## src/rtl/nvm_prog_pkg.sv

```systemverilog
package nvm_prog_pkg;

    typedef enum logic [1:0] {
        ST_IDLE   = 2'd0,
        ST_PROG   = 2'd1,
        ST_FROZEN = 2'd2
    } prog_state_e;

    localparam logic [1:0] SRC_MAIN  = 2'd0;
    localparam logic [1:0] SRC_TIMER = 2'd1;
    localparam logic [1:0] SRC_SUB   = 2'd2;
    localparam logic [1:0] SRC_NONE  = 2'd3;

    localparam logic [1:0] PWR_RUN  = 2'd0;
    localparam logic [1:0] PWR_HALT = 2'd1;
    localparam logic [1:0] PWR_STOP = 2'd2;

endpackage

```

## src/rtl/nvm_tick_guard.sv

```systemverilog
module nvm_tick_guard
    import nvm_prog_pkg::*;
#(
    parameter int WDW = 12
) (
    input  logic           clk,
    input  logic           rst_n,
    input  logic           active,
    input  logic [1:0]     src,
    input  logic           main_tick,
    input  logic           timer_tick,
    input  logic           timer_run,
    input  logic           timer_oe,
    input  logic           sub_tick,
    input  logic [WDW-1:0] wdog_win,
    output logic           tick,
    output logic           lost
);
    logic [WDW-1:0] gap_q;
    logic           timer_dead;
    logic           starved;

    // source multiplexer, 3 selects nothing
    always_comb begin
        unique case (src)
            SRC_MAIN:  tick = main_tick;
            SRC_TIMER: tick = timer_tick;
            SRC_SUB:   tick = sub_tick;
            default:   tick = 1'b0;
        endcase
    end

    // tickless cycles seen in PROG, saturating
    always_ff @(posedge clk) begin
        if (!rst_n || !active || tick) begin
            gap_q <= '0;
        end else if (gap_q != '1) begin
            gap_q <= gap_q + 1'b1;
        end
    end

    assign timer_dead = (src == SRC_TIMER) && !(timer_run && timer_oe);
    assign starved    = !tick && (gap_q >= wdog_win);
    assign lost       = active && (timer_dead || starved);

endmodule

```

## src/rtl/nvm_prog_fsm.sv

```systemverilog
module nvm_prog_fsm
    import nvm_prog_pkg::*;
#(
    parameter int AW  = 4,
    parameter int DW  = 8,
    parameter int TCW = 16
) (
    input  logic           clk,
    input  logic           rst_n,
    input  logic           enable,
    input  logic           cmd_valid,
    input  logic [AW-1:0]  cmd_addr,
    input  logic [DW-1:0]  cmd_data,
    input  logic           en_clear,
    input  logic           tick,
    input  logic           lost,
    input  logic           stop,
    input  logic [TCW-1:0] tc,
    output logic           busy,
    output logic           in_prog,
    output logic           done_irq,
    output logic           accept,
    output logic           commit,
    output logic [AW-1:0]  tgt_addr,
    output logic [DW-1:0]  tgt_data
);
    prog_state_e    state_q, state_d;
    logic [TCW-1:0] cnt_q;
    logic [TCW-1:0] tc_eff;
    logic [TCW:0]   cnt_next;
    logic           last_tick;
    logic           wake;
    logic           irq_q;

    assign tc_eff    = (tc == '0) ? {{(TCW-1){1'b0}}, 1'b1} : tc;
    assign cnt_next  = {1'b0, cnt_q} + 1'b1;
    assign last_tick = tick && (cnt_next >= {1'b0, tc_eff});

    // next state
    always_comb begin
        state_d = state_q;
        unique case (state_q)
            ST_IDLE: begin
                if (cmd_valid && enable) state_d = ST_PROG;
            end
            ST_PROG: begin
                if (stop)                     state_d = ST_FROZEN;
                else if (en_clear || lost)    state_d = ST_IDLE;
                else if (last_tick)           state_d = ST_IDLE;
            end
            ST_FROZEN: begin
                if (!stop) state_d = ST_IDLE;
            end
            default: state_d = ST_IDLE;
        endcase
    end

    // state register
    always_ff @(posedge clk) begin
        if (!rst_n) state_q <= ST_IDLE;
        else        state_q <= state_d;
    end

    // outputs decoded from state
    always_comb begin
        busy    = (state_q != ST_IDLE);
        in_prog = (state_q == ST_PROG);
        accept  = (state_q == ST_IDLE) && cmd_valid && enable;
        commit  = in_prog && !stop && !en_clear && !lost && last_tick;
        wake    = (state_q == ST_FROZEN) && !stop;
    end

    // datapath: tick counter, latched command, interrupt pulse
    always_ff @(posedge clk) begin
        if (!rst_n) begin
            cnt_q    <= '0;
            tgt_addr <= '0;
            tgt_data <= '0;
            irq_q    <= 1'b0;
        end else begin
            irq_q <= commit || wake;
            if (accept) begin
                cnt_q    <= '0;
                tgt_addr <= cmd_addr;
                tgt_data <= cmd_data;
            end else if (in_prog && tick) begin
                cnt_q <= cnt_next[TCW-1:0];
            end
        end
    end

    assign done_irq = irq_q;

endmodule

```

## src/rtl/nvm_cell_array.sv

```systemverilog
module nvm_cell_array #(
    parameter int AW = 4,
    parameter int DW = 8
) (
    input  logic          clk,
    input  logic          inv_en,
    input  logic [AW-1:0] inv_addr,
    input  logic          wr_en,
    input  logic [AW-1:0] wr_addr,
    input  logic [DW-1:0] wr_data,
    input  logic [AW-1:0] rd_addr,
    output logic [DW-1:0] rd_data,
    output logic          rd_valid
);
    localparam int DEPTH = 1 << AW;

    logic [DW-1:0]    cells [DEPTH];
    logic [DEPTH-1:0] ok_q;

    // contents survive reset, as a nonvolatile store does
    always_ff @(posedge clk) begin
        if (inv_en) ok_q[inv_addr] <= 1'b0;
        if (wr_en) begin
            cells[wr_addr] <= wr_data;
            ok_q[wr_addr]  <= 1'b1;
        end
    end

    assign rd_data  = cells[rd_addr];
    assign rd_valid = ok_q[rd_addr];

endmodule

```

## src/rtl/nvm_prog_ctrl.sv

```systemverilog
module nvm_prog_ctrl
    import nvm_prog_pkg::*;
#(
    parameter int AW  = 4,
    parameter int DW  = 8,
    parameter int TCW = 16,
    parameter int WDW = 12
) (
    input  logic           clk,
    input  logic           rst_n,
    input  logic           ctl_we,
    input  logic           ctl_en,
    output logic [1:0]     ctl_rdata,
    input  logic           cmd_valid,
    input  logic [AW-1:0]  cmd_addr,
    input  logic [DW-1:0]  cmd_data,
    input  logic [1:0]     cnt_src,
    input  logic [TCW-1:0] prog_tc,
    input  logic [WDW-1:0] wdog_win,
    input  logic           main_tick,
    input  logic           timer_tick,
    input  logic           timer_run,
    input  logic           timer_oe,
    input  logic           sub_tick,
    input  logic [1:0]     pwr_state,
    output logic           done_irq,
    input  logic [AW-1:0]  rd_addr,
    output logic [DW-1:0]  rd_data,
    output logic           rd_valid
);
    logic          enable_q;
    logic          busy;
    logic          in_prog;
    logic          accept;
    logic          commit;
    logic          cnt_tick;
    logic          clk_lost;
    logic          stop_req;
    logic          en_clear;
    logic [AW-1:0] tgt_addr;
    logic [DW-1:0] tgt_data;

    always_ff @(posedge clk) begin
        if (!rst_n)      enable_q <= 1'b0;
        else if (ctl_we) enable_q <= ctl_en;
    end

    assign en_clear  = ctl_we && !ctl_en;
    assign stop_req  = (pwr_state == PWR_STOP);
    assign ctl_rdata = {busy, enable_q};

    nvm_tick_guard #(.WDW(WDW)) u_guard (
        .clk        (clk),
        .rst_n      (rst_n),
        .active     (in_prog),
        .src        (cnt_src),
        .main_tick  (main_tick),
        .timer_tick (timer_tick),
        .timer_run  (timer_run),
        .timer_oe   (timer_oe),
        .sub_tick   (sub_tick),
        .wdog_win   (wdog_win),
        .tick       (cnt_tick),
        .lost       (clk_lost)
    );

    nvm_prog_fsm #(.AW(AW), .DW(DW), .TCW(TCW)) u_fsm (
        .clk       (clk),
        .rst_n     (rst_n),
        .enable    (enable_q),
        .cmd_valid (cmd_valid),
        .cmd_addr  (cmd_addr),
        .cmd_data  (cmd_data),
        .en_clear  (en_clear),
        .tick      (cnt_tick),
        .lost      (clk_lost),
        .stop      (stop_req),
        .tc        (prog_tc),
        .busy      (busy),
        .in_prog   (in_prog),
        .done_irq  (done_irq),
        .accept    (accept),
        .commit    (commit),
        .tgt_addr  (tgt_addr),
        .tgt_data  (tgt_data)
    );

    nvm_cell_array #(.AW(AW), .DW(DW)) u_cells (
        .clk      (clk),
        .inv_en   (accept),
        .inv_addr (cmd_addr),
        .wr_en    (commit),
        .wr_addr  (tgt_addr),
        .wr_data  (tgt_data),
        .rd_addr  (rd_addr),
        .rd_data  (rd_data),
        .rd_valid (rd_valid)
    );

endmodule

```

## config.mk

```make
export PLATFORM = sky130hd
export DESIGN_NAME = nvm_prog_ctrl
export DESIGN_NICKNAME = d
export VERILOG_FILES = /design/src/rtl/nvm_prog_pkg.sv /design/src/rtl/nvm_tick_guard.sv /design/src/rtl/nvm_prog_fsm.sv /design/src/rtl/nvm_cell_array.sv /design/src/rtl/nvm_prog_ctrl.sv
export SDC_FILE = /design/constraint.sdc
export NUM_CORES = 1
export LEC_CHECK = 0
export BUFFER_PORTS_ARGS = -buffer_cell sky130_fd_sc_hd__buf_2
export CAP_MARGIN = 20
export CORE_UTILIZATION = 28
export CTS_BUF_LIST = sky130_fd_sc_hd__clkbuf_8
export DETAILED_ROUTE_END_ITERATION = 8
export HOLD_SLACK_MARGIN = 0.06
export PLACE_DENSITY = 0.41
export SLEW_MARGIN = 10
export SYNTH_ARGS = -nofsm -noshare
export SYNTH_HDL_FRONTEND = slang
export SYNTH_SLANG_ARGS = --single-unit
export TNS_END_PERCENT = 50
```

## constraint.sdc

```tcl
create_clock -name clk -period 5.9 [get_ports clk]
set_input_delay 0.885 -clock clk [delete_from_list [all_inputs] [get_ports clk]]
set_output_delay 0.885 -clock clk [all_outputs]
set_load 0.005 [all_outputs]
```

# Word level (Yosys, flattened, before mapping)

Memory sizes are Yosys's and may differ from the RTL's.
Index checks and enable logic that the tools add are counted.

Register bits: 60
RAM bits: 128
Bits of input ports: 58
Output and inout bits: 12
Logic and storage cells: 85
Memories kept: 1

$add $sub $neg: 2
Order comparisons: 7
Equal/unequal tests: 9
Muxes and demuxes: 18
Bitwise gates (word level): 4
Reductions and logical operators: 36

Memories:

| memory        | depth | bits a word | read ports | clocked after memory_dff | write ports | line                 | source |
|---|---|---|---|---|---|---|---|
| u_cells.cells | 16    | 8           | 1          | 0                        | 1           | nvm_cell_array.sv:17 | `logic [DW-1:0] cells [DEPTH];` |

Operators with widths:

| kind                                                                          | count |
|---|---|
| 16-bit two-way mux                                                            | 3 |
| 16-bit by 1-bit adder with 17-bit output (second input constant)              | 1 |
| 17-bit by 16-bit >= comparator with 1-bit output                              | 1 |
| 1-bit logical AND                                                             | 17 |
| 16-bit bitwise AND                                                            | 1 |
| 16-bit zero test                                                              | 1 |
| 16-bit inverter                                                               | 1 |
| 16-bit OR                                                                     | 1 |
| 4-bit by 5-bit less-than comparator with 1-bit output (second input constant) | 3 |
| 12-bit by 1-bit adder with 12-bit output (second input constant)              | 1 |
| 12-bit >= comparator                                                          | 1 |
| 12-bit != test (second input constant)                                        | 1 |
| 2-bit two-way mux                                                             | 5 |
| 1-bit demux with 4-bit select                                                 | 2 |
| 4-bit by 1-bit >= comparator with 1-bit output (second input constant)        | 2 |
| 1-bit zero test                                                               | 8 |
| 2-bit == test (second input constant)                                         | 3 |
| 2-bit case mux with 3 select lines                                            | 1 |
| 1-bit logical OR                                                              | 5 |
| 1-bit two-way mux                                                             | 5 |
| 1-bit binary-select mux with 4-bit select                                     | 1 |
| 2-bit by 1-bit == test with 1-bit output (second input constant)              | 2 |
| 2-bit zero test                                                               | 2 |
| 4-bit by 3-bit != test with 1-bit output (second input constant)              | 1 |
| other kinds (7)                                                               | 7 |

# Logic depth before layout (Yosys ltp)

Depth after elaboration: 11
Mapped depth: 14
Gate-level depth less buffers: 13

# Hierarchy

A second synthesis with hierarchy kept.

Cell total of the unflattened synthesis: 651
Area, all modules: 8612.0 um^2

By module, submodules not included:

| module         | instances | cells an instance | area an instance (um^2) | sequential area each (um^2) |
|---|---|---|---|---|
| nvm_cell_array | 1         | 289               | 5669.2                  | 4164.0 |
| nvm_prog_fsm   | 1         | 242               | 1958.1                  | 620.6 |
| nvm_tick_guard | 1         | 113               | 920.9                   | 240.2 |
| nvm_prog_ctrl  | 1         | 7                 | 63.8                    | 20.0 |

# Worst setup path before layout

No wires, ideal clock.

Kind: register to register
Start: register u_fsm.cnt_q[0]
End: memory u_cells.cells[0][0] (enable)
Setup time: 0.395 ns
Arrival: 3.522 ns
Required time: 5.505 ns
Path slack: 1.984 ns
Stages on the path, launching flop included: 15
Buffers on the path: 1
Clock period less this slack: 3.916 ns
Cell sequence: dfxtp_1 -> ha_1 -> nand3_2 -> nor3_4 -> and3_4 -> nand3_1 -> xnor2_1 -> ha_1 -> nand4_1 -> nor4_1 -> o21bai_1 -> nand3_1 -> o21ai_2 -> buf_2 -> nor4_1

Cells in the longest elaborated chain, start to end: 6

Ends and longest elaborated chain:

| what                                             | line                 | source |
|---|---|---|
| start: declaration                               | nvm_prog_fsm.sv:28   | `logic [TCW-1:0] cnt_q;` |
| start signal: assignment                         | nvm_prog_fsm.sv:87   | `cnt_q <= cnt_next[TCW-1:0];` |
| 16-bit by 1-bit adder with 17-bit output         | nvm_prog_fsm.sv:36   | `assign cnt_next = {1'b0, cnt_q} + 1'b1;` |
| via u_fsm.cnt_next[12]                           | nvm_prog_fsm.sv:30   | `logic [TCW:0] cnt_next;` |
| 17-bit by 16-bit >= comparator with 1-bit output | nvm_prog_fsm.sv:37   | `assign last_tick = tick && (cnt_next >= {1'b0, tc_eff});` |
| 1-bit logical AND                                | nvm_prog_fsm.sv:37   |  |
| 1-bit logical AND                                | nvm_prog_fsm.sv:69   | `commit = in_prog && !stop && !en_clear && !lost && last_tick;` |
| 1-bit two-way mux                                | nvm_cell_array.sv:23 | `if (wr_en) begin` |
| 1-bit two-way mux (not written as such)          | nvm_cell_array.sv:24 | `cells[wr_addr] <= wr_data;` |
| end: declaration                                 | nvm_cell_array.sv:17 |  |

The timed path passes the listed nets, and every way through them passes these cells.

# Worst setup path after layout

Start: register u_fsm.cnt_q[0]
End: memory u_cells.cells[0][3] (enable)

The elaborated chain is that of the path after synthesis.

==> impl_metrics.json <==
{
  "status": "completed",
  "finClkSkew_ps": 18.3,
  "gr-total-overflow": 0,
  "clockPowerShare_pct": 34.7,
  "swShare_pct": 23.8,
  "cp_max_fo": 15,
  "endpoint_kind": "register",
  "synthesis.nets": 718,
  "io_pins": 70,
  "drc_errors": 0,
  "dp_hpwl_microns": 15100,
  "syn-cell-area_sq_um": 8500,
  "worst_pin_slew_ps": 1010,
  "place_congestion": 0.805,
  "worstSetupStartpoint": "u_fsm.cnt_q[0]",
  "postCtsHoldBufs": 0,
  "setup_tns_ps": 0,
  "grt_util_all_layers_pct": 14.4,
  "fmax_ghz": 0.225,
  "final_nets": 791,
  "drt_iter0_markers": 336,
  "fill_cells": 2959,
  "irDropWorstVdd_uv": 131,
  "rows": 63,
  "slew_headroom_pct": 32.5,
  "cp.arrival_ps": 4530,
  "die_h_microns": 176,
  "hp-class": "reg2reg",
  "worstPathRequired_ps": 5990,
  "postCtsSetupRepairBufs": 0,
  "insertedDiodeCount": 0,
  "max_cap_viol_count": 0,
  "drive_gt1_share_pct": 25.1,
  "cts_tree": "yes",
  "die-area_sq_um": 31100,
  "path_clk_slew_ps": 100,
  "start_kind": "register",
  "yosysWarnings": 0,
  "final_common_cell": "edfxtp_1",
  "internal_power_w": 0.00180,
  "insertion_delay_ps": 460,
  "hold_start": "u_cells.ok_q[1]",
  "ys.flop_type": "edfxtp_1",
  "rsz0062_at_grt": "false",
  "p_leak_nw": 3.64,
  "period_share_pct": 75.3,
  "synth_edf_count": 128,
  "finalHoldViolCount": 0,
  "clkSinkCount": 188,
  "total_power_w": 0.00236,
  "drt_wl_total_microns": 21100,
  "cts-root-buf": "clkbuf_8",
  "syn_inst": 630,
  "grt_pass1_vias": 5535,
  "cts_buffer_depth": 2,
  "slew_violations": 0,
  "cts_resized": 0,
  "synth_area_per_cell_sq_um": 13.5,
  "first_pass_iters": 5,
  "synth_seq_cells": 188,
  "yosysSeqAreaShare_pct": 59.4,
  "htree_levels": 4,
  "vias": 5342,
  "start_util_pct": 28.6,
  "crit_type": "reg2reg",
  "cts_buffers": 17,
  "layout_common_cells": "128 x edfxtp_1, 73 x buf_2, 60 x dfxtp_1",
  "viasPerCell": 4.83,
  "placedCellCount": 1070,
  "r2r_start": "u_fsm.cnt_q[0]",
  "fin_crit_ps": 4440,
  "p_seq_share_pct": 59.8,
  "port-buffer-count": 69,
  "ys_types": 48,
  "async_reset_ff_share_pct": 0,
  "setup_viol_count_final": 0,
  "grt_pass1_wl_microns": 33000,
  "drtAntennaViolNets": 0,
  "power.density_nw_per_um2": 244,
  "p_comb_share_pct": 5.5,
  "fin_cells": 1106,
  "wire_per_inst_microns": 19.1,
  "die_w_microns": 176,
  "total_switching_power_w": 0.000563,
  "grt_max_degree": 37,
  "core-area_sq_um": 29700,
  "area_growth_pct": 14.2,
  "antenna_found_initial": 1
}
area by class of cell:
type	count	area [sq um]	share of cell area, %
Clock buffer	17	234	2.41
Clock inverter	15	136	1.41
Inverter	29	109	1.12
Multi-Input combinational cell	381	3230	33.3
Sequential cell	188	5040	52.0
Tap cell	390	488	5.03
Timing Repair Buffer	86	460	4.75
routing by layer:
metal | share of wire, % | vias to the layer above | track usage, %
li1 | - | 2511 | -
met1 | 48 | 2708 | 19.7
met2 | 47 | 111 | 23.4
met3 | 3.3 | 12 | 2.56
met4 | 0.73 | 0 | 3.41
met5 | 0 | - | 0
stage by stage:
| step | hold WS, ps | setup WS [ps] | area (sq um) | utilization (%) |
|---|---|---|---|---|
| floorplan | 439 | 1980 | 8500 | - |
| global placement | 461 | 1460 | 9300 | 31.3 |
| detailed placement | 474 | 1350 | 9310 | 31.3 |
| CTS | 486 | 1270 | 9680 | 32.6 |
| global route | 507 | 1000 | 9700 | 32.7 |
| finish | 489 | 1460 | 9700 | 32.7 |
sequential cells by signal (all words and copies together) (netlist names):
signal / count
enable_q: 1
u_cells.cells: 128
u_cells.ok_q: 16
u_fsm.cnt_q: 16
u_fsm.done_irq: 1
u_fsm.state_q: 2
u_fsm.tgt_addr: 4
u_fsm.tgt_data: 8
u_guard.gap_q: 12
worst max-delay path, cell delays in order, from the launching register on:
cell	delay, ps
dfxtp_1	430
ha_1	260
nand3_2	160
nor3_4	290
and3_4	260
nand3_1	130
xnor2_1	160
ha_1	320
nand4_1	130
nor4_1	330
o21bai_1	120
nand3_1	130
o21ai_2	270
buf_4	310
nor4_2	760
kinds of logic (layout without fill, tap and decap cells):
| kind of cell | after synthesis | in the layout | share of synthesized area (%) |
|---|---|---|---|
| AND/OR/NAND/NOR | 181 | 181 | 10.7 |
| XOR/XNOR | 37 | 37 | 3.81 |
| adder cells (fa/ha/maj) | 30 | 30 | 4.42 |
| buffers and inverters | 61 | 147 | 2.91 |
| AO/OA/AOI/OAI | 85 | 85 | 6.46 |
| multiplexers | 48 | 48 | 12.3 |
| flip-flops | 188 | 188 | 59.4 |
Yosys cell counts, types with 2 or more instances:
library cell / n / share of area [%]
a211oi_1: 5 / 0.44
buf_1: 7 / 0.31
nor2_1: 41 / 1.8
and3_1: 4 / 0.29
nand4_1: 10 / 0.74
or3_1: 3 / 0.22
nand2b_1: 8 / 0.59
ha_1: 30 / 4.4
nand2_1: 55 / 2.4
nor2b_1: 7 / 0.52
mux4_2: 45 / 12
nor4_1: 9 / 0.66
dfxtp_1: 60 / 14
and4_1: 2 / 0.21
a21boi_0: 13 / 1.1
o31ai_1: 12 / 1.1
or2_2: 5 / 0.37
clkbuf_1: 14 / 0.62
buf_4: 2 / 0.18
xor2_1: 24 / 2.5
nor3_1: 17 / 1.0
mux2i_1: 2 / 0.24
edfxtp_1: 128 / 45
o21ai_0: 24 / 1.4
nand3_1: 13 / 0.77
xnor2_1: 13 / 1.3
o41ai_1: 3 / 0.31
a21oi_1: 19 / 1.1
buf_2: 8 / 0.47
inv_1: 29 / 1.3
power by group through the flow:
| stage | clock network (W) | registers (W) | logic [W] |
|---|---|---|---|
| global placement | 0 | 0.00145 | 0.000131 |
| detailed placement | 0 | 0.00145 | 0.000133 |
| finish | 0.000819 | 0.00141 | 0.000130 |
| floorplan | 0 | 0.00144 | 0.0000809 |
| global route | 0.000892 | 0.00142 | 0.000145 |
| CTS | 0.000846 | 0.00142 | 0.000133 |
worst paths after layout:
kind / endpoint / depth (start not counted) / slack (ps)
max: u_cells.cells[0][3] / 14 / 1460
min: u_cells.ok_q[1] / 2 / 490
max reg2reg: u_cells.cells[0][3] / 14 / 1460
min reg2reg: u_cells.ok_q[1] / 2 / 490
No activity file was read; power rests on OpenSTA's default activity.
